**src/rtl/lsa_pkg.sv**
```systemverilog
package lsa_pkg;

  typedef enum logic [1:0] {
    W_BYTE  = 2'b00,
    W_HALF  = 2'b01,
    W_WORD  = 2'b10,
    W_WORD2 = 2'b11
  } width_e;

  function automatic logic is_half(input width_e w);
    return w == W_HALF;
  endfunction

  function automatic logic is_byte(input width_e w);
    return w == W_BYTE;
  endfunction

endpackage

```
**src/rtl/lsa_addr_gen.sv**
```systemverilog
module lsa_addr_gen #(
  parameter int ADDR_W = 32,
  parameter int DISP_W = 16
) (
  input  logic [ADDR_W-1:0] base,
  input  logic [DISP_W-1:0] disp,
  output logic [ADDR_W-1:0] ea
);
  localparam int EXT_W = ADDR_W - DISP_W;

  logic [ADDR_W-1:0] disp_ext;

  assign disp_ext = {{EXT_W{disp[DISP_W-1]}}, disp};
  assign ea       = base + disp_ext;
endmodule

```
**src/rtl/lsa_store_lane.sv**
```systemverilog
module lsa_store_lane
  import lsa_pkg::*;
#(
  parameter int DATA_W = 32
) (
  input  width_e              width,
  input  logic [$clog2(DATA_W/8)-1:0] off,
  input  logic [DATA_W-1:0]   wdata,
  output logic [DATA_W/8-1:0] be,
  output logic [DATA_W-1:0]   data,
  output logic                misalign
);
  localparam int LANES  = DATA_W / 8;
  localparam int HALVES = LANES / 2;
  localparam int OFF_W  = $clog2(LANES);
  localparam int HIDX_W = OFF_W - 1;

  always_comb begin
    unique case (width)
      W_BYTE:  misalign = 1'b0;
      W_HALF:  misalign = off[0];
      default: misalign = |off;
    endcase
  end

  for (genvar i = 0; i < LANES; i++) begin : g_lane
    localparam int K = LANES - 1 - i;
    logic hit;
    always_comb begin
      unique case (width)
        W_BYTE:  hit = (off == OFF_W'(K));
        W_HALF:  hit = (off[OFF_W-1:1] == HIDX_W'(K / 2));
        default: hit = 1'b1;
      endcase
    end
    assign be[i] = hit && !misalign;
  end

  always_comb begin
    unique case (width)
      W_BYTE:  data = {LANES{wdata[7:0]}};
      W_HALF:  data = {HALVES{wdata[15:0]}};
      default: data = wdata;
    endcase
  end
endmodule

```
**src/rtl/lsa_load_extract.sv**
```systemverilog
module lsa_load_extract
  import lsa_pkg::*;
#(
  parameter int DATA_W = 32
) (
  input  width_e                      width,
  input  logic                        uns,
  input  logic [$clog2(DATA_W/8)-1:0] off,
  input  logic [DATA_W-1:0]           rdata,
  output logic [DATA_W-1:0]           data
);
  localparam int LANES  = DATA_W / 8;
  localparam int HALVES = LANES / 2;
  localparam int OFF_W  = $clog2(LANES);

  logic [7:0]  lane_b [LANES];
  logic [15:0] lane_h [HALVES];
  logic [7:0]  bsel;
  logic [15:0] hsel;

  for (genvar k = 0; k < LANES; k++) begin : g_byte
    assign lane_b[k] = rdata[8*(LANES-1-k) +: 8];
  end

  for (genvar k = 0; k < HALVES; k++) begin : g_half
    assign lane_h[k] = rdata[16*(HALVES-1-k) +: 16];
  end

  assign bsel = lane_b[off];
  assign hsel = lane_h[off[OFF_W-1:1]];

  always_comb begin
    unique case (width)
      W_BYTE:  data = {{(DATA_W-8){bsel[7] & ~uns}}, bsel};
      W_HALF:  data = {{(DATA_W-16){hsel[15] & ~uns}}, hsel};
      default: data = rdata;
    endcase
  end
endmodule

```
**src/rtl/lsa_tag_fifo.sv**
```systemverilog
module lsa_tag_fifo #(
  parameter int W     = 8,
  parameter int DEPTH = 4
) (
  input  logic         clk,
  input  logic         rst_n,
  input  logic         push,
  input  logic [W-1:0] din,
  input  logic         pop,
  output logic [W-1:0] dout,
  output logic         full,
  output logic         empty
);
  localparam int PW = (DEPTH > 1) ? $clog2(DEPTH) : 1;
  localparam int CW = $clog2(DEPTH + 1);

  logic [W-1:0]  slots [DEPTH];
  logic [PW-1:0] wr_ptr, rd_ptr;
  logic [CW-1:0] count;
  logic          do_push, do_pop;

  assign full    = (count == CW'(DEPTH));
  assign empty   = (count == '0);
  assign do_push = push && !full;
  assign do_pop  = pop && !empty;
  assign dout    = slots[rd_ptr];

  function automatic logic [PW-1:0] bump(input logic [PW-1:0] p);
    return (p == PW'(DEPTH - 1)) ? '0 : p + 1'b1;
  endfunction

  always_ff @(posedge clk) begin
    if (do_push) slots[wr_ptr] <= din;
  end

  always_ff @(posedge clk or negedge rst_n) begin
    if (!rst_n) begin
      wr_ptr <= '0;
      rd_ptr <= '0;
      count  <= '0;
    end else begin
      if (do_push) wr_ptr <= bump(wr_ptr);
      if (do_pop)  rd_ptr <= bump(rd_ptr);
      unique case ({do_push, do_pop})
        2'b10:   count <= count + 1'b1;
        2'b01:   count <= count - 1'b1;
        default: count <= count;
      endcase
    end
  end
endmodule

```
**src/rtl/lsa_unit.sv**
```systemverilog
module lsa_unit
  import lsa_pkg::*;
#(
  parameter int ADDR_W    = 32,
  parameter int DATA_W    = 32,
  parameter int DISP_W    = 16,
  parameter int MAX_LOADS = 4
) (
  input  logic                            clk,
  input  logic                            rst_n,
  input  logic                            req_valid,
  output logic                            req_ready,
  input  logic                            req_store,
  input  logic [2:0]                      req_size,
  input  logic [ADDR_W-1:0]               req_base,
  input  logic [DISP_W-1:0]               req_disp,
  input  logic [DATA_W-1:0]               req_wdata,
  output logic                            mem_valid,
  input  logic                            mem_ready,
  output logic                            mem_write,
  output logic [ADDR_W-$clog2(DATA_W/8)-1:0] mem_addr,
  output logic [DATA_W/8-1:0]             mem_be,
  output logic [DATA_W-1:0]               mem_wdata,
  output logic                            mem_misalign,
  input  logic                            rsp_valid,
  output logic                            rsp_ready,
  input  logic [DATA_W-1:0]               rsp_rdata,
  output logic                            ld_valid,
  input  logic                            ld_ready,
  output logic [DATA_W-1:0]               ld_data,
  output logic                            ld_misalign
);
  localparam int LANES   = DATA_W / 8;
  localparam int OFF_W   = $clog2(LANES);
  localparam int WADDR_W = ADDR_W - OFF_W;
  localparam int TAG_W   = 1 + 1 + 2 + OFF_W;

  // request decode
  width_e             rq_width;
  logic               rq_uns;
  logic [ADDR_W-1:0]  rq_ea;
  logic [OFF_W-1:0]   rq_off;
  logic [LANES-1:0]   st_be;
  logic [DATA_W-1:0]  st_data;
  logic               rq_mis;
  logic               accept;

  assign rq_width = width_e'(req_size[1:0]);
  assign rq_uns   = req_size[2];
  assign rq_off   = rq_ea[OFF_W-1:0];

  lsa_addr_gen #(.ADDR_W(ADDR_W), .DISP_W(DISP_W)) u_addr (
    .base (req_base),
    .disp (req_disp),
    .ea   (rq_ea)
  );

  lsa_store_lane #(.DATA_W(DATA_W)) u_store (
    .width    (rq_width),
    .off      (rq_off),
    .wdata    (req_wdata),
    .be       (st_be),
    .data     (st_data),
    .misalign (rq_mis)
  );

  // tag queue of loads awaiting data
  logic [TAG_W-1:0] tag_in, tag_head;
  logic             tag_full, tag_empty, tag_pop;

  assign tag_in  = {rq_mis, rq_uns, req_size[1:0], rq_off};
  assign tag_pop = rsp_valid && ld_ready;

  lsa_tag_fifo #(.W(TAG_W), .DEPTH(MAX_LOADS)) u_tags (
    .clk   (clk),
    .rst_n (rst_n),
    .push  (accept && !req_store),
    .din   (tag_in),
    .pop   (tag_pop),
    .dout  (tag_head),
    .full  (tag_full),
    .empty (tag_empty)
  );

  // command register stage
  logic               cmd_v;
  logic               cmd_write;
  logic [WADDR_W-1:0] cmd_addr;
  logic [LANES-1:0]   cmd_be;
  logic [DATA_W-1:0]  cmd_data;
  logic               cmd_mis;
  logic               slot_free;

  assign slot_free = !cmd_v || mem_ready;
  assign req_ready = slot_free && (req_store || !tag_full);
  assign accept    = req_valid && req_ready;

  always_ff @(posedge clk or negedge rst_n) begin
    if (!rst_n) begin
      cmd_v     <= 1'b0;
      cmd_write <= 1'b0;
      cmd_addr  <= '0;
      cmd_be    <= '0;
      cmd_data  <= '0;
      cmd_mis   <= 1'b0;
    end else if (accept) begin
      cmd_v     <= 1'b1;
      cmd_write <= req_store;
      cmd_addr  <= rq_ea[ADDR_W-1:OFF_W];
      cmd_be    <= req_store ? st_be : '0;
      cmd_data  <= req_store ? st_data : '0;
      cmd_mis   <= rq_mis;
    end else if (mem_ready) begin
      cmd_v     <= 1'b0;
    end
  end

  assign mem_valid    = cmd_v;
  assign mem_write    = cmd_write;
  assign mem_addr     = cmd_addr;
  assign mem_be       = cmd_be;
  assign mem_wdata    = cmd_data;
  assign mem_misalign = cmd_mis;

  // load return path
  width_e           hd_width;
  logic             hd_uns;
  logic [OFF_W-1:0] hd_off;

  assign hd_off   = tag_head[OFF_W-1:0];
  assign hd_width = width_e'(tag_head[OFF_W +: 2]);
  assign hd_uns   = tag_head[OFF_W+2];

  lsa_load_extract #(.DATA_W(DATA_W)) u_load (
    .width (hd_width),
    .uns   (hd_uns),
    .off   (hd_off),
    .rdata (rsp_rdata),
    .data  (ld_data)
  );

  assign ld_valid    = rsp_valid;
  assign rsp_ready   = ld_ready;
  assign ld_misalign = tag_head[OFF_W+3];
endmodule

```
**config.mk**
```make
export PLATFORM = sky130hd
export DESIGN_NAME = lsa_unit
export DESIGN_NICKNAME = d
export VERILOG_FILES = /design/src/rtl/lsa_pkg.sv /design/src/rtl/lsa_addr_gen.sv /design/src/rtl/lsa_store_lane.sv /design/src/rtl/lsa_load_extract.sv /design/src/rtl/lsa_tag_fifo.sv /design/src/rtl/lsa_unit.sv
export SDC_FILE = /design/constraint.sdc
export NUM_CORES = 1
export LEC_CHECK = 0
export ABC_CLOCK_PERIOD_IN_PS = 4500
export BUFFER_PORTS_ARGS = -buffer_cell sky130_fd_sc_hd__buf_2
export CAP_MARGIN = 20
export CORE_MARGIN = 1.5
export CORE_UTILIZATION = 55
export CTS_BUF_LIST = sky130_fd_sc_hd__clkbuf_4
export CTS_CLUSTER_DIAMETER = 30
export CTS_CLUSTER_SIZE = 16
export DETAILED_ROUTE_END_ITERATION = 8
export MAX_ROUTING_LAYER = met4
export PLACE_DENSITY = 0.93
export SYNTH_ARGS = -nofsm -noshare
export SYNTH_HDL_FRONTEND = slang
export SYNTH_SLANG_ARGS = --single-unit
```
**constraint.sdc**
```tcl
create_clock -name clk -period 4.5 [get_ports clk]
set_input_delay 0.225 -clock clk [delete_from_list [all_inputs] [get_ports clk]]
set_output_delay 0.225 -clock clk [all_outputs]
set_load 0.005 [all_outputs]
```
# After elaboration in Yosys (flattened, before gate mapping)

Memories as Yosys holds them, arrays and structs flattened.
Index checks and enable logic that the tools add are counted.
W data, S select, Z words.

RAM bits: 24
Memory bits (read-only): 0
Flip-flop bits (word level): 76
Bits in latches: 0
Memories kept: 1
Output and inout bits: 105

Memory list:

| memory       | words | bits a word | rd ports | clocked after memory_dff | write ports | RTL line           | RTL |
|---|---|---|---|---|---|---|---|
| u_tags.slots | 4     | 6           | 1        | 0                        | 1           | lsa_tag_fifo.sv:17 | `logic [W-1:0] slots [DEPTH];` |

Add/subtract/negate cells: 5
Div/mod/pow operators: 0
Shift-type cells: 0
Bitwise gates (word level): 6
Muxes and demuxes: 22
Equality and inequality tests: 10
$lt $le $gt $ge: 2
Multiply operators: 0
Reduce and logical (&&, ||, !) cells: 24

Operators by type and width:

| kind                  | count |
|---|---|
| $pmux W32 S2          | 2 |
| $mux W16              | 3 |
| $add A32 B32 Y32      | 1 |
| $mux W32              | 1 |
| $bmux W8 S2           | 1 |
| $mux W8               | 2 |
| $eq A2 B2 Y1 const B  | 5 |
| $logic_and A1 B1 Y1   | 10 |
| $pmux W1 S2           | 5 |
| $eq A2 B1 Y1 const B  | 4 |
| $logic_not A2 Y1      | 3 |
| $pmux W3 S2           | 1 |
| $logic_not A1 Y1      | 5 |
| $add A2 B1 Y2 const B | 2 |
| $mux W1               | 4 |
| $mux W2               | 2 |
| $mux W4               | 1 |
| $reduce_bool A2 Y1    | 2 |
| $add A3 B1 Y3 const B | 1 |
| $eq A3 B3 Y1 const B  | 1 |
| $ge A3 B3 Y1 const B  | 1 |
| $logic_not A3 Y1      | 1 |
| $not A2 Y3            | 1 |
| $sub A3 B1 Y3 const B | 1 |
| other kinds (6)       | 9 |

# Longest topological paths before layout

Depth after elaboration: 9
Gate-level depth with buffers: 11
Mapped depth without buffers: 11

# Cells and area by module

A second synthesis with hierarchy kept.

Cells, all modules: 720
Area total of the unflattened synthesis: 7537.2 um2

By module, submodules not included:

| module           | sequential area each (um2) | area each (um2) | cells each | times used |
|---|---|---|---|---|
| lsa_unit         | 1726.7                     | 2826.5          | 201        | 1 |
| lsa_addr_gen     | 0.0                        | 2045.7          | 275        | 1 |
| lsa_tag_fifo     | 895.9                      | 1325.0          | 74         | 1 |
| lsa_load_extract | 0.0                        | 818.3           | 105        | 1 |
| lsa_store_lane   | 0.0                        | 521.8           | 65         | 1 |

# Least setup slack after synthesis

OpenSTA, ideal clock, no wires.

Kind: input-to-reg
Start point: input req_base[0]
End point: register cmd_addr[24] (netlist: mem_addr[24])
Setup time: 0.126 ns
Arrival time: 2.345 ns
Required time: 4.374 ns
Slack: 2.029 ns
Buffers on the path: 1
Stages: 11
Path through: ha_1 > inv_1 > fa_1 > and2b_1 > o2111ai_1 > a311oi_2 > o21ai_2 > and2_4 > buf_6 > o2111a_1 > a221o_1

Longest elaborated chain between the ends: 1

RTL lines:

| item                 | RTL line           | RTL |
|---|---|---|
| start, declared      | lsa_unit.sv:15     | `input logic [ADDR_W-1:0] req_base,` |
| $add A32 B32 Y32     | lsa_addr_gen.sv:14 | `assign ea = base + disp_ext;` |
| end signal, assigned | lsa_unit.sv:109    | `cmd_addr <= rq_ea[ADDR_W-1:OFF_W];` |
| end, declared        | lsa_unit.sv:88     | `logic [WADDR_W-1:0] cmd_addr;` |

Every way passes these cells.
A chain may end at the register's enable or synchronous reset.

# Worst setup path after layout

Start point: register u_tags.rd_ptr[0]
End point: output ld_data[31]

Longest elaborated chain between the ends: 7
Elaborated cells between the ends (all ways): 15
Classes of those cells: eq/ne: 1; mux: 7; bitwise: 5; reduce/logical: 1; memory: 1

RTL lines:

| item                                                                           | RTL line                                       | RTL |
|---|---|---|
| start, declared                                                                | lsa_tag_fifo.sv:18                             | `logic [PW-1:0] wr_ptr, rd_ptr;` |
| start signal, assigned                                                         | lsa_tag_fifo.sv:43                             | `if (do_pop) rd_ptr <= bump(rd_ptr);` |
| $mem_v2 Z4 W6 *                                                                | -                                              |  |
| $not A2 Y3 (implied by the code) / $not A1 Y2 (equally long branches)          | lsa_load_extract.sv:29, lsa_load_extract.sv:30 |  |
| $bmux W8 S2 / $mux W16 (equally long branches)                                 | lsa_load_extract.sv:29, lsa_load_extract.sv:30 |  |
| $mux W8 (implied by the code) / $mux W16 (equally long branches) (2 in series) | lsa_load_extract.sv:29, lsa_load_extract.sv:30 |  |
| $and A1 B1 Y1, on equally long branches                                        | lsa_load_extract.sv:34, lsa_load_extract.sv:35 |  |
| $pmux W32 S2 *                                                                 | lsa_load_extract.sv:33                         | `unique case (width)` |
| end, declared                                                                  | lsa_unit.sv:30                                 | `output logic [DATA_W-1:0] ld_data,` |

Mark *: on every way between the ends. The rest lies on a longest branch, timed or not. The select of a mux whose other input is x is not followed.

==> impl_metrics.csv <==
group,metric,value,unit
layout,finalNetCount,1130,
yosys,synth.area.top_cells,"dfrtp_1, edfxtp_1, nand2_1",
timing,rsz0062_at_grt,"false",
yosys,netlist-cell-type-count,67,
yosys,synth_top_cell_by_area,"dfrtp_1",
clock_network,clock_sinks,100,
clock_network,cts_buffer_depth,2,
layout,seq_area,2620,µm²
clock_network,clock_latency,0.46,ns
routing,wl_per_cell,17.0,µm
critical_path,path_class,"flop to output pin",
critical_path,crit_path_max_incr_delay,0.79,ns
critical_path,crit_fanout,21,
clock_network,clk_pin_slew,0.17,ns
clock_network,cts_root_buffer,"clkbuf_4",
power,peakVddDrop,199,µV
clock_network,cts_buffers,9,
power,p_total,3.59,mW
global_routing,grt_pass1_vias,6162,
critical_path,crit_path_end,"ld_data[31]",
yosys,synth-edff-count,24,
critical_path,setup.reg_to_reg.worst_slack,1.72,ns
layout,areaGrowthSynthToFinish,20.0,%
timing,skew,0.0178,ns
critical_path,slowest_stage,"mux4_2",
timing,fmax,0.293,GHz
die,chipHeight,114,µm
place,pre_cts_ws,1.54,ns
critical_path,rr_endpoint,"u_tags.count[2]",
critical_path,worstRegToRegCells,11,
critical_path,cpLargestDelayFamily,"multiplexers",
global_routing,grt_max_degree,77,
timing,max_slew_margin,32.4,%
routing,drt_iter0_drc,403,
critical_path,timing.rr.start,"u_tags.count[2]",
die,core,12000,µm²
place,dp_hpwl,14200,µm
layout,drive_gt1_share,30.8,%
yosys,synth_flop_cell,"dfrtp_1",
critical_path,startpoint,"u_tags.rd_ptr[0]",
yosys,synthXorXnorAreaFrac,2.70,%
routing,drt_wl_total,19000,µm
die,rows,40,
routing,viasPerCell,5.86,
critical_path,worst-path-stages,5,
yosys,synth.area.mux_share,8.10,%
routing,remaining_drc_errors,0,
clock_network,post_cts_buffers,0,
die,dieArea,13000,µm²
yosys,synth_fa_ha_area_share,7.40,%
timing,worst_pin_slew,1.01,ns
timing,fin_tns_setup,0,ns
yosys,ys_seq_elements,100,
timing,setup_ws,1.09,ns
die,die_x,114,µm
timing,setup_violations,0,
yosys,yosys.area_share.simple,20.7,%
place,port_buffers,226,
critical_path,crit_path_start_kind,"flop",
layout,multi_input_area,3920,µm²
yosys,synth.avg_cell_area,8.84,µm²
die,ios,227,
timing,hold_viol_final,0,
critical_path,endpoint_kind,"output pin",
timing,period_minus_slack,3.41,ns
timing,drv_slew,0,
flow_run,maxCapViolations,0,
global_routing,met3_usage,4.66,%
critical_path,cp.arrival,3.18,ns
power,power.density,440,nW/µm²
global_routing,grt.busiest_layer,"met2",
global_routing,grtUsageTotal,29.9,%
hold_path,hold_path.class,"input port to flop",
yosys,syn_inst,769,
global_routing,use_met2,51.8,%
power,power_leakage,4.05,nW
place,placedCellCount,1102,
clock_network,hold_buffers,2,
layout,final_area,8160,µm²
yosys,syn-num-nets,930,
run_status,status,"finished clean",
yosys,synth.top_cell.area_share,28.0,%
routing,vias,6565,
yosys,synth_top_family_by_area,"simple AND/OR/NAND/NOR gates",
routing,firstDrtPassIters,5,
die,initial_core_util,56.6,%
clock_network,post_cts_resized,0,
yosys,synth_compound_area_share,18.7,%
layout,fin_cells,1121,
global_routing,use_met1,35.2,%
yosys,async_flop_share,76.0,%
timing,fin_crit_sh,75.8,%
critical_path,required,4.28,ns
yosys,ys_seq_area_share,38.6,%
yosys,synth_area,6800,µm²
clock_network,cts_tree,"done",
yosys,yosys_warnings,0,
layout,n_fill_cell,995,
clock_network,h-tree-depth,3,
critical_path,path_buf_inv,1,
layout,antenna_cells,0,
global_routing,overflow,0,
place,gp_congestion,0.992,
global_routing,grt_pass1_wl,29800,µm
routing,postRouteAntennaNets,0,
critical_path,cp_cell_sequence,"mux4_2, mux2_2, o211ai_2, nand2_1, buf_2",
place,placed_area,7950,µm²
global_routing,antenna_found_initial,0,
power by group:
part / internal, mW / leakage, nW / switching (mW) / total [mW]
logic: 0.758 / 2.79 / 0.939 / 1.70
clock network: 0.240 / 0.0837 / 0.319 / 0.560
registers: 1.16 / 1.18 / 0.174 / 1.33
kinds of logic (layout without fill, tap and decap cells):
logic type,Yosys count,count (layout)
adder cells (fa/ha/maj),39,39
buffers and inverters,62,267
XOR/XNOR,21,21
AO/OA/AOI/OAI,185,185
multiplexers,44,44
AND/OR/NAND/NOR,318,318
flip-flops,100,100
how the worst min path moves through the flow:
stage / startpoint / end / depth (start not counted)
floorplan: rst_n / mem_addr[0] / 0
global placement: mem_wdata[8] / mem_wdata[8] / 2
detailed placement: rst_n / mem_addr[26] / 1
CTS: req_wdata[4] / mem_wdata[4] / 3
global route: req_wdata[4] / mem_wdata[4] / 3
finish: req_wdata[4] / mem_wdata[4] / 3
sequential cells by signal (all words and copies together) (netlist names):
signal         count
mem_addr          30
mem_be             4
mem_misalign       1
mem_valid          1
mem_wdata         32
mem_write          1
u_tags.count       3
u_tags.rd_ptr      2
u_tags.slots      24
u_tags.wr_ptr      2
routing by layer:
metal,routed length [µm],vias up,part of all wire [%]
met5,0,-,0
met4,526,0,2.8
met3,1400,43,7.3
met2,9380,309,49
met1,7740,3045,41
li1,-,3168,-
synthesized netlist by cell type (7+ instances only):
cell,n
nand4_1,7
edfxtp_1,24
ha_1,37
o22a_1,14
inv_1,19
and2_1,7
xor2_1,15
buf_2,9
a21oi_1,37
nand3_1,50
nand2_1,177
buf_1,9
clkbuf_1,21
mux2_2,28
o21ai_0,52
nor3_1,9
a21o_1,14
o21a_1,7
nor2_1,34
mux2i_1,10
dfrtp_1,76
through the flow:
stage | utilization [%] | hold slack [ns]
after floorplan | - | -0.0706
after global placement | 66.2 | 0.445
after detailed placement | 66.2 | 0.444
after CTS | 67.8 | 0.00608
after global routing | 67.9 | 0.0311
final | 67.9 | 0.0111
area by class of cell:
class,instances,share of cell area [%]
timing repair buffer,232,14.7
tap,147,2.25
multi-input combinational,607,48.0
inverter,19,0.874
clock inverter,5,1.03
sequential,100,32.1
clock buffer,11,1.01
worst register-to-register path: cells and delay by family, from the launching register on:
family / cells / cell delay, ns
compound gates: 2 / 0.74
simple gates: 3 / 0.60
fa+ha+maj: 2 / 0.40
buf+inv: 2 / 0.19
xor+xnor: 2 / 0.30
flops: 1 / 0.46
cell usage in the layout (no fill, tap or decap), types with 5 or more instances in the layout:
cell / n
nand4_1: 7
mux4_2: 6
mux2i_1: 10
o21a_1: 7
xor2_1: 15
edfxtp_1: 24
mux2_2: 28
inv_1: 19
o22a_1: 14
nand3_1: 50
or3_1: 6
and2_1: 6
nor3_1: 9
buf_2: 225
o21ai_0: 52
or2_2: 5
o211ai_1: 6
nor2_1: 34
a21o_1: 14
ha_1: 37
xnor2_1: 6
clkbuf_4: 11
a21oi_1: 37
o31ai_1: 5
nand2_1: 176
dfrtp_1: 76
a211oi_1: 6
Note: power is estimated with default switching activity, not from simulation.
